File: config.mk
export PLATFORM = sky130hd
export DESIGN_NAME = vend_ctrl
export DESIGN_NICKNAME = d
export VERILOG_FILES = /design/src/rtl/vend_pkg.sv /design/src/rtl/vend_next.sv /design/src/rtl/vend_out_reg.sv /design/src/rtl/vend_ctrl.sv
export SDC_FILE = /design/constraint.sdc
export NUM_CORES = 1
export LEC_CHECK = 0
export BUFFER_PORTS_ARGS = -buffer_cell sky130_fd_sc_hd__buf_2
export CAP_MARGIN = 20
export CORE_MARGIN = 2
export CORE_UTILIZATION = 44
export DETAILED_ROUTE_END_ITERATION = 16
export PLACE_DENSITY = 0.73
export SLEW_MARGIN = 20
export SYNTH_ARGS = -nofsm -noshare
export SYNTH_HDL_FRONTEND = slang
export SYNTH_SLANG_ARGS = --single-unit
File: constraint.sdc
create_clock -name clk -period 1.7 [get_ports clk]
set_input_delay 0.085 -clock clk [delete_from_list [all_inputs] [get_ports clk]]
set_output_delay 0.085 -clock clk [all_outputs]
set_load 0.01 [all_outputs]
File: src/rtl/vend_pkg.sv
// Package: shared types for the vending credit controller.
// Assumes the front panel encodes its action as a 2-bit code.
package vend_pkg;

    typedef enum logic [1:0] {
        ACT_QUARTER = 2'b00,
        ACT_DOLLAR  = 2'b01,
        ACT_SODA    = 2'b10,
        ACT_REFUND  = 2'b11
    } act_e;

endpackage

File: src/rtl/vend_next.sv
// Module: vend_next
// Pure next-state and event logic for the credit machine.
// Credit is a count of coin steps; the cap and the price are given in steps.
// Assumes cur never exceeds CAP_STEPS, which the state register guarantees.
module vend_next
    import vend_pkg::*;
#(
    parameter int STATE_W     = 3,
    parameter int CAP_STEPS   = 4,
    parameter int PRICE_STEPS = 3
) (
    input  logic [STATE_W-1:0] cur,
    input  logic               act_valid,
    input  act_e               act,
    output logic [STATE_W-1:0] nxt,
    output logic               do_vend,
    output logic               do_refund,
    output logic               do_reject
);

    localparam logic [STATE_W-1:0] FULL  = STATE_W'(CAP_STEPS);
    localparam logic [STATE_W-1:0] PRICE = STATE_W'(PRICE_STEPS);
    localparam logic [STATE_W-1:0] EMPTY = '0;

    // Decode one sampled action against the present credit.
    always_comb begin
        nxt       = cur;
        do_vend   = 1'b0;
        do_refund = 1'b0;
        do_reject = 1'b0;
        if (act_valid) begin
            unique case (act)
                ACT_QUARTER: begin
                    if (cur == FULL) do_reject = 1'b1;
                    else             nxt = cur + STATE_W'(1);
                end
                ACT_DOLLAR: begin
                    if (cur == EMPTY) nxt = FULL;
                    else              do_reject = 1'b1;
                end
                ACT_SODA: begin
                    if (cur >= PRICE) begin
                        nxt     = cur - PRICE;
                        do_vend = 1'b1;
                    end
                end
                ACT_REFUND: begin
                    nxt       = EMPTY;
                    do_refund = (cur != EMPTY);
                end
                default: nxt = cur;
            endcase
        end
    end

endmodule

File: src/rtl/vend_out_reg.sv
// Module: vend_out_reg
// Registers the event pulses and the refund amount so that no input
// reaches an output without a flop. Assumes at most one event per cycle.
module vend_out_reg #(
    parameter int CENTS_W = 7
) (
    input  logic               clk,
    input  logic               rst_n,
    input  logic               do_vend,
    input  logic               do_refund,
    input  logic               do_reject,
    input  logic [CENTS_W-1:0] cur_cents,
    output logic               vend_pulse,
    output logic               refund_pulse,
    output logic [CENTS_W-1:0] refund_amt,
    output logic               reject_pulse
);

    // Capture this cycle's events as next cycle's one-cycle pulses.
    always_ff @(posedge clk) begin
        if (!rst_n) begin
            vend_pulse   <= 1'b0;
            refund_pulse <= 1'b0;
            reject_pulse <= 1'b0;
            refund_amt   <= '0;
        end else begin
            vend_pulse   <= do_vend;
            refund_pulse <= do_refund;
            reject_pulse <= do_reject;
            refund_amt   <= do_refund ? cur_cents : '0;
        end
    end

endmodule

File: src/rtl/vend_ctrl.sv
// Module: vend_ctrl (top)
// Credit controller for a soda dispenser: holds 0..CAP_STEPS coin steps,
// vends at PRICE_STEPS, refunds on demand and refuses deposits over the cap.
// Assumes one action per valid cycle and a synchronous active-low reset.
module vend_ctrl
    import vend_pkg::*;
#(
    parameter int STEP_CENTS  = 25,
    parameter int CAP_STEPS   = 4,
    parameter int PRICE_STEPS = 3,
    localparam int STATE_W    = $clog2(CAP_STEPS + 1),
    localparam int CENTS_W    = $clog2(CAP_STEPS * STEP_CENTS + 1)
) (
    input  logic               clk,
    input  logic               rst_n,
    input  logic               act_valid,
    input  logic [1:0]         act_code,
    output logic [STATE_W-1:0] credit_code,
    output logic [CENTS_W-1:0] credit_cents,
    output logic               vend_pulse,
    output logic               refund_pulse,
    output logic [CENTS_W-1:0] refund_amt,
    output logic               reject_pulse
);

    logic [STATE_W-1:0] state_q;
    logic [STATE_W-1:0] state_d;
    logic               ev_vend;
    logic               ev_refund;
    logic               ev_reject;

    vend_next #(
        .STATE_W     (STATE_W),
        .CAP_STEPS   (CAP_STEPS),
        .PRICE_STEPS (PRICE_STEPS)
    ) u_next (
        .cur       (state_q),
        .act_valid (act_valid),
        .act       (act_e'(act_code)),
        .nxt       (state_d),
        .do_vend   (ev_vend),
        .do_refund (ev_refund),
        .do_reject (ev_reject)
    );

    // Hold the credit step count.
    always_ff @(posedge clk) begin
        if (!rst_n) state_q <= '0;
        else        state_q <= state_d;
    end

    // Convert the step count to cents for display and refund.
    always_comb begin
        credit_cents = CENTS_W'(state_q) * CENTS_W'(STEP_CENTS);
    end

    assign credit_code = state_q;

    vend_out_reg #(
        .CENTS_W (CENTS_W)
    ) u_out (
        .clk          (clk),
        .rst_n        (rst_n),
        .do_vend      (ev_vend),
        .do_refund    (ev_refund),
        .do_reject    (ev_reject),
        .cur_cents    (credit_cents),
        .vend_pulse   (vend_pulse),
        .refund_pulse (refund_pulse),
        .refund_amt   (refund_amt),
        .reject_pulse (reject_pulse)
    );

endmodule

==> results of run 1 <==
-- worst paths after layout --
path	end	startpoint	slack, ns
max	credit_cents[6]	credit_code[2]	0.04
min	u_out.vend_pulse	act_code[0]	0.04
max reg2reg	credit_code[1]	credit_code[1]	0.11
min reg2reg	u_out.refund_amt[2]	credit_code[2]	0.54
-- final cells by class --
cell class                 instances  area (sq um)
tap                               15          18.8
multi-input combinational         35           313
timing repair buffer              29           161
inverter                           6          25.0
sequential                        12           241
fill                             128           503
clock buffer                       3          22.5
-- cells in the mapped netlist --
master    instances  area [sq um]
nand2_1           4          15.0
inv_1             6          22.5
nor2b_1           1          6.26
o221ai_2          1          15.0
and2_1            3          18.8
xor2_1            1          8.76
nor3_2            1          10.0
nor3b_1           1          7.51
mux2i_1           4          40.0
dfxtp_1          12           240
a221o_1           1          10.0
buf_2             1          5.00
ha_1              7          87.6
a211o_1           1          8.76
nand3_2           1          10.0
nand2b_1          2          12.5
nor3_1            2          10.0
nand3_1           2          10.0
nor4_1            2          12.5
buf_4             5          37.5
nor2_1            1          3.75
-- state kept, by name, summed over array words and instances, names as in the netlist --
register	flops
u_out.refund_pulse	1
u_out.reject_pulse	1
credit_code	3
u_out.vend_pulse	1
u_out.refund_amt	6
-- layer usage --
layer	track usage (%)	part of all wire (%)	wire length, um
met1	20.0	39	474
met2	23.8	52	627
met3	3.26	4.8	58
met4	17.5	4.3	52
met5	0	0	0
-- power by group through the flow --
stage	combinational [uW]	clock, uW	sequential (uW)
floorplan	71.7	0	305
global placement	114	0	297
CTS	117	176	290
detailed placement	116	0	297
finish	130	175	290
global route	144	193	291
-- cell families (layout without fill, tap and decap cells) --
| kind of cell | after synthesis | in the layout | share of synthesized area [%] |
|---|---|---|---|
| AOI/OAI and AO/OA | 3 | 3 | 5.71 |
| muxes | 4 | 4 | 6.77 |
| and+or+nand+nor | 20 | 20 | 19.7 |
| xor gates and xnor gates | 1 | 1 | 1.48 |
| adders and majority gates | 7 | 7 | 14.8 |
| buffers and inverters | 12 | 38 | 11.0 |
| DFF | 12 | 12 | 40.6 |
-- timing repair --
| item | 4_1_cts | 5_1_grt |
|---|---|---|
| buffers inserted | 0 | 2 |
| endpoints found under the setup margin | 1 | 4 |
| pin swaps | 1 | 1 |
| gates resized for setup | 1 | 6 |
-- per-stage QoR --
stage          setup TNS, ns  total power [uW]  std cells
2_1_floorplan              0               377         59
3_3_place_gp               0               411         95
3_5_place_dp               0               413         95
4_1_cts                    0               583         98
5_1_grt              -0.0583               629        100
6_report                   0               595        100
-- worst max-delay path, delay by kind of cell (launching register included) --
kind       cells  cell delay, ns
fa+ha+maj      2            0.44
buf+inv        3            0.36
flops          1            0.31
xor+xnor       1            0.19
==> flow_metrics.env, run 1 <==
export IMPL_cts_buffers_inserted=3
export IMPL_critPathMaxStageDelay_ns=0.31
export IMPL_drive_gt1_share_pct=45.9
export IMPL_clk_pin_slew_ns=0.07
export IMPL_drc=0
export IMPL_syn_mean_instance_area_sq_um=10.0
export IMPL_post_place_ws_ns=0.102
export IMPL_final_common_cell="buf_2"
export IMPL_row_count=13
export IMPL_grt_pass1_vias=372
export IMPL_synthCells=59
export IMPL_synth_seq_cells=12
export IMPL_fin_util_pct=60.9
export IMPL_viasPerCell=4.88
export IMPL_drt_iter0_drc=6
export IMPL_cp_start_kind="register"
export IMPL_cts_hold_buf=0
export IMPL_rsz0062_at_grt="true"
export IMPL_internal_power_uw=425
export IMPL_finalHoldViolCount=0
export IMPL_min_path_type="in -> reg"
export IMPL_yosys_warnings=0
export IMPL_cts_htree_levels=1
export IMPL_root_buffer="clkbuf_4"
export IMPL_crit_required_ns=1.62
export IMPL_slowest_stage="dfxtp_1"
export IMPL_die_x_um=40.7
export IMPL_grt_pass1_wl_um=1640
export IMPL_outcome="finished clean"
export IMPL_reg2regPathDepth=5
export IMPL_synth_cell_types=21
export IMPL_synth_nets=71
export IMPL_initial_core_util_pct=46.1
export IMPL_vias=488
export IMPL_clock_fmax_mhz=603
export IMPL_period_minus_slack_ns=1.66
export IMPL_dieHeight_um=40.7
export IMPL_finalHoldWorstSlack_ns=0.0440
export IMPL_crit_fanout=7
export IMPL_crit_chain="buf_4 -> ha_4 -> inv_1 -> ha_2 -> xor2_1 -> buf_2"
export IMPL_area_delta_synth_final_pct=32.1
export IMPL_switching_share_pct=28.5
export IMPL_overflow=0
export IMPL_place_area_sq_um=711
export IMPL_worst_pin_slew_ns=0.348
export IMPL_path_class="reg -> out"
export IMPL_setup_slack_ns=0.0413
export IMPL_max_vdd_ir_drop_mv=0.392
export IMPL_yosysSeqAreaShare_pct=40.6
export IMPL_wire_per_inst_um=12.1
export IMPL_fp_dieArea_sq_mm=0.00165
export IMPL_switching_power_uw=170
export IMPL_synthesis_area_sq_um=592
export IMPL_end_kind="primary output"
export IMPL_final_setup_skew_ns=0.00636
export IMPL_final_cell_mix="buf_2, dfxtp_1, inv_1, ha_1"
export IMPL_grt_max_degree=9
export IMPL_portBuffers=24
export IMPL_cts_tree="yes"
export IMPL_power_leakage_uw=0.000426
export IMPL_clockBufferDepth=2
export IMPL_ios=25
export IMPL_clock_power_share_pct=29.4
export IMPL_finalCritPeriodShare_pct=97.6
export IMPL_report_final_slew_viol_count=0
export IMPL_clk_latency_ns=0.27
export IMPL_pwr_share_comb_pct=21.8
export IMPL_cts_sinks=12
export IMPL_antenna_found_initial=0
export IMPL_pwr_share_seq_pct=48.8
export IMPL_ant_nets=0
export IMPL_stdcell_area_sq_um=782
export IMPL_relSlewSlack_pct=76.1
export IMPL_powerDensity_mw_per_mm2=761
export IMPL_nNetsFinal=99
export IMPL_drv_cap=0
export IMPL_dr_pass1_iters=2
export IMPL_grt_use_total_pct=16.7
export IMPL_hpwl_um=861
export IMPL_drt_wl_total_um=1210
export IMPL_routabilityCongestion=0.768
export IMPL_hold_depth=2
export IMPL_arrival_ns=1.57
export IMPL_antennaDiodeCount=0
export IMPL_setup_viol=0
export IMPL_core_sq_mm=0.00128
Power figures use the tool's default switching activity.
==> run 2: changes to the inputs <==
--- a/config.mk
+++ b/config.mk
@@ -5,7 +5,7 @@
 export SDC_FILE = /design/constraint.sdc
 export NUM_CORES = 1
 export LEC_CHECK = 0
-export BUFFER_PORTS_ARGS = -buffer_cell sky130_fd_sc_hd__buf_2
+export BUFFER_PORTS_ARGS = -buffer_cell sky130_fd_sc_hd__buf_4
 export CAP_MARGIN = 20
 export CORE_MARGIN = 2
 export CORE_UTILIZATION = 44
==> run 2 against run 1 <==
Compared with the run above:
- design area increased by 2.4%
- maximum frequency grew 3.6%
- register-to-register slack barely moved
- critical path type unchanged
- largest cell class unchanged
- critical endpoint unchanged
==> flow_metrics.env, run 2 (synthesis results as in run 1) <==
export IMPL_setup_viol=0
export IMPL_power_leakage_uw=0.000412
export IMPL_place_inst=94
export IMPL_grt_pass1_wl_um=1500
export IMPL_report_final_slew_viol_count=0
export IMPL_finalCritPeriodShare_pct=94.2
export IMPL_clock_fmax_mhz=625
export IMPL_post_place_ws_ns=0.0636
export IMPL_area_delta_synth_final_pct=35.3
export IMPL_final_common_cell="buf_4"
export IMPL_portBuffers=24
export IMPL_viasPerCell=4.79
export IMPL_fin_cells=97
export IMPL_finalHoldViolCount=0
export IMPL_dieHeight_um=40.7
export IMPL_hpwl_um=869
export IMPL_path_class="reg -> out"
export IMPL_clk_latency_ns=0.26
export IMPL_antennaDiodeCount=0
export IMPL_drv_cap=0
export IMPL_grt_pass1_vias=366
export IMPL_clockBufferDepth=2
export IMPL_wire_per_inst_um=10.6
export IMPL_finalSetupTns_ns=0
export IMPL_rsz0062_at_grt="true"
export IMPL_switching_share_pct=26.9
export IMPL_ant_nets=0
export IMPL_final_cell_mix="buf_4, dfxtp_1, ha_1"
export IMPL_cts_tree="yes"
export IMPL_top_register="u_out.refund_amt"
export IMPL_overflow=0
export IMPL_drt_wl_total_um=1030
export IMPL_cts_sinks=12
export IMPL_drive_gt1_share_pct=40.2
export IMPL_hold_depth=2
export IMPL_min_path_type="in -> reg"
export IMPL_pwr_share_comb_pct=22.5
export IMPL_end_kind="primary output"
export IMPL_row_count=13
export IMPL_vias=465
export IMPL_core_sq_mm=0.00128
export IMPL_cts_buffers_inserted=3
export IMPL_nNetsFinal=96
export IMPL_cts_hold_buf=0
export IMPL_fill_cells=112
export IMPL_cp_start_kind="register"
export IMPL_routabilityCongestion=0.756
export IMPL_root_buffer="clkbuf_4"
export IMPL_largest_reg_flops=6
export IMPL_powerDensity_mw_per_mm2=737
export IMPL_arrival_ns=1.52
export IMPL_reg2regPathDepth=5
export IMPL_clock_power_share_pct=28.4
export IMPL_crit_required_ns=1.62
export IMPL_die_x_um=40.7
export IMPL_period_minus_slack_ns=1.60
export IMPL_initial_core_util_pct=46.1
export IMPL_final_setup_skew_ns=0.00201
export IMPL_relSlewSlack_pct=78.9
export IMPL_max_vdd_ir_drop_mv=0.377
export IMPL_outcome="finished clean"
export IMPL_grt_max_degree=9
export IMPL_drt_iter0_drc=8
export IMPL_cts_htree_levels=1
export IMPL_drc=0
export IMPL_worst_pin_slew_ns=0.308
export IMPL_clk_pin_slew_ns=0.07
export IMPL_antenna_found_initial=0
export IMPL_fp_dieArea_sq_mm=0.00165
export IMPL_ios=25
export IMPL_switching_power_uw=159
export IMPL_crit_fanout=7
export IMPL_pwr_share_seq_pct=49.1
export IMPL_setup_slack_ns=0.0994
export IMPL_internal_power_uw=432
export IMPL_dr_pass1_iters=3
export IMPL_grt_use_total_pct=14.2
-- run 2: cell count changes in the layout (fill, tap and decap cells not counted) --
cell | before | now
buf_6 | 1 | 0
ha_2 | 1 | 0
ha_1 | 5 | 7
inv_1 | 5 | 6
buf_2 | 24 | 0
inv_4 | 1 | 0
dfxtp_2 | 1 | 0
ha_4 | 1 | 0
dfxtp_4 | 0 | 1
buf_4 | 4 | 26
-- run 2: metal layers --
| metal | wire length, um | GRT usage [%] |
|---|---|---|
| met1 | 456 | 15.9 |
| met2 | 520 | 24.6 |
| met3 | 54 | 4.89 |
| met4 | 0 | 5.00 |
| met5 | 0 | 0 |
-- run 2: power groups by stage --
stage,combinational [uW],clock [uW],sequential (uW)
after floorplan,71.7,0,305
after global placement,127,0,297
after detailed placement,129,0,298
after CTS,129,175,291
after global routing,147,187,291
final,133,168,290
-- run 2: final timing paths --
path / from / end / slack (ns)
worst max-delay path: credit_code[2] / credit_cents[6] / 0.1
worst min-delay path: act_code[0] / u_out.vend_pulse / 0.03
worst max register to register: credit_code[1] / credit_code[0] / 0.11
worst min register to register: credit_code[1] / credit_code[1] / 0.51
-- run 2: repair_timing --
action | CTS | global route
setup buffers | 0 | 0
pin swaps | 0 | 1
gates resized for setup | 1 | 2
setup endpoints to repair | 1 | 4
hold endpoints to repair | 0 | 0
-- run 2: final cells by class --
cell class	instances	area, sq um	share of cell area, %
Sequential cell	12	244	30.5
Clock buffer	3	22.5	2.81
Inverter	6	22.5	2.81
Multi-Input combinational cell	35	298	37.2
Tap cell	15	18.8	2.34
Timing Repair Buffer	26	195	24.4
-- run 2: through the flow --
stage          total power (uW)  hold slack, ns  util [%]  cell area (sq um)
2_1_floorplan               377           0.161         -                592
3_3_place_gp                425           0.302      59.4                763
3_5_place_dp                427           0.305      59.4                763
4_1_cts                     595          0.0187      61.2                787
5_1_grt                     625          0.0221      62.3                801
6_report                    590          0.0265      62.3                801
-- run 2: worst max-delay path: stages, from the launching register on --
cell and delay, ns:
dfxtp_1 0.31, buf_4 0.15, ha_1 0.27, inv_1 0.04
ha_1 0.19, xor2_1 0.15, buf_4 0.14
==> run 3: changes to the inputs <==
--- a/config.mk
+++ b/config.mk
@@ -7,10 +7,11 @@
 export LEC_CHECK = 0
 export BUFFER_PORTS_ARGS = -buffer_cell sky130_fd_sc_hd__buf_4
 export CAP_MARGIN = 20
-export CORE_MARGIN = 2
-export CORE_UTILIZATION = 44
+export CORE_AREA = 2 2 39 41
+export CTS_BUF_LIST = sky130_fd_sc_hd__clkbuf_2 sky130_fd_sc_hd__clkbuf_4 sky130_fd_sc_hd__clkbuf_8
 export DETAILED_ROUTE_END_ITERATION = 16
-export PLACE_DENSITY = 0.73
+export DIE_AREA = 0 0 41 43
+export PLACE_DENSITY = 0.84
 export SLEW_MARGIN = 20
 export SYNTH_ARGS = -nofsm -noshare
 export SYNTH_HDL_FRONTEND = slang
==> run 3 against run 2 <==
Compared with the run above:
- sequential share of layout area decreased by 1.5 points
- register-to-register slack got worse by 0.04 ns
- core utilization decreased by 1.2 points
- first-iteration DRC count increased by 25%
- clock skew increased by 0.00064 ns
- critical path depth unchanged
- flip-flop and latch count unchanged
- clock-buffer cell count increased by 1
- die area increased by 6.6%
- wire length increased by 14%
- maximum frequency decreased by 2.3%
- global-route usage increased by 2.2 points
- critical endpoint unchanged
==> flow_metrics.env, run 3 (synthesis results as in run 1) <==
export IMPL_outcome="finished clean"
export IMPL_cp_start_kind="register"
export IMPL_fp_dieArea_sq_mm=0.00176
export IMPL_grt_max_degree=9
export IMPL_crit_required_ns=1.62
export IMPL_core_sq_mm=0.00138
export IMPL_overflow=0
export IMPL_max_vdd_ir_drop_mv=0.362
export IMPL_critPathLaunch="credit_code[2]"
export IMPL_path_class="reg -> out"
export IMPL_r2r_start="credit_code[1]"
export IMPL_setup_viol=0
export IMPL_clockBufferDepth=2
export IMPL_drt_wl_total_um=1170
export IMPL_hpwl_um=934
export IMPL_initial_core_util_pct=42.8
export IMPL_post_place_ws_ns=0.00508
export IMPL_relSlewSlack_pct=78.1
export IMPL_arrival_ns=1.55
export IMPL_drc=0
export IMPL_routabilityCongestion=0.899
export IMPL_multiInputGateArea_sq_um=308
export IMPL_finalSetupTns_ns=0
export IMPL_dieHeight_um=43
export IMPL_final_cell_mix="buf_4, dfxtp_1, ha_1"
export IMPL_drt_iter0_drc=10
export IMPL_nNetsFinal=98
export IMPL_antenna_found_initial=0
export IMPL_cts_tree="yes"
export IMPL_die_x_um=41
export IMPL_row_count=14
export IMPL_root_buffer="clkbuf_4"
export IMPL_drv_cap=0
export IMPL_finalHoldViolCount=0
export IMPL_clk_pin_slew_ns=0.08
export IMPL_powerDensity_mw_per_mm2=774
export IMPL_cts_hold_buf=0
export IMPL_area_delta_synth_final_pct=42.9
export IMPL_final_common_cell="buf_4"
export IMPL_finalCritPeriodShare_pct=96.4
export IMPL_drive_gt1_share_pct=47.1
export IMPL_ios=25
export IMPL_final_setup_skew_ns=0.00265
export IMPL_end_kind="primary output"
export IMPL_viasPerCell=4.71
export IMPL_fill_cells=104
export IMPL_cts_htree_levels=1
export IMPL_hold_start="act_code[0]"
export IMPL_grt_use_total_pct=16.4
export IMPL_portBuffers=24
export IMPL_vias=476
export IMPL_period_minus_slack_ns=1.64
export IMPL_seqCellArea_sq_um=245
export IMPL_antennaDiodeCount=0
export IMPL_setup_slack_ns=0.0615
export IMPL_largest_reg_flops=6
export IMPL_cts_buffers_inserted=3
export IMPL_worst_pin_slew_ns=0.320
export IMPL_cts_sinks=12
export IMPL_crit_fanout=7
export IMPL_grt_pass1_vias=436
export IMPL_grt_pass1_wl_um=1870
export IMPL_clk_latency_ns=0.26
export IMPL_report_final_slew_viol_count=0
export IMPL_min_path_type="in -> reg"
export IMPL_clock_fmax_mhz=610
export IMPL_top_register="u_out.refund_amt"
export IMPL_wire_per_inst_um=11.6
export IMPL_dr_pass1_iters=3
export IMPL_power_leakage_uw=0.000429
export IMPL_ant_nets=0
## run 3: final timing paths
check,slack (ns),endpoint,depth (start not counted)
setup reg to reg,0.07,credit_code[1],5
setup / recovery,0.06,credit_cents[6],6
hold reg to reg,0.54,credit_code[1],2
hold / removal,0.02,u_out.vend_pulse,2
## run 3: what timing repair did
item                       CTS  global route
gates resized for setup      2             6
setup endpoints to repair    3             3
setup buffers                0             2
gates cloned                 0             0
pin swaps                    1             2
## run 3: critical path, stage by stage, from the launching register on
cell and delay (ns):
dfxtp_2 0.33, buf_6 0.13, ha_1 0.27, inv_1 0.05, ha_2 0.20, xor2_2 0.17
buf_4 0.14
## run 3: per-stage QoR
step / total power, uW / hold slack [ns] / cell area [sq um] / instances / util, %
detailed placement: 428 / 0.298 / 764 / 95 / 55.2
global route: 692 / 0.0196 / 846 / 101 / 61.1
global placement: 425 / 0.300 / 764 / 95 / 55.2
floorplan: 377 / 0.161 / 592 / 59 / -
CTS: 649 / 0.0123 / 805 / 99 / 58.1
finish: 655 / 0.0179 / 846 / 101 / 61.1
## run 3: metal layers
layer | share of wire, % | vias up | track usage, %
met3 | 5.8 | 2 | 4.71
met4 | 1.9 | 0 | 10.0
li1 | - | 244 | -
met5 | 0 | - | 0
met1 | 39 | 214 | 17.5
met2 | 53 | 16 | 26.6
## run 3: layout make-up
type	instances	area share, %
sequential	12	29.0
inverter	6	2.66
clock buffer	4	4.29
multi-input combinational	35	36.4
tap	16	2.37
timing repair buffer	28	25.3
## run 3: power breakdown
part	internal [uW]	switching, uW	leakage [uW]
sequential	287	4.09	0.0000982
clock	130	91.4	0.0000210
combinational	70.0	72.7	0.000310
total	487	168	0.000429
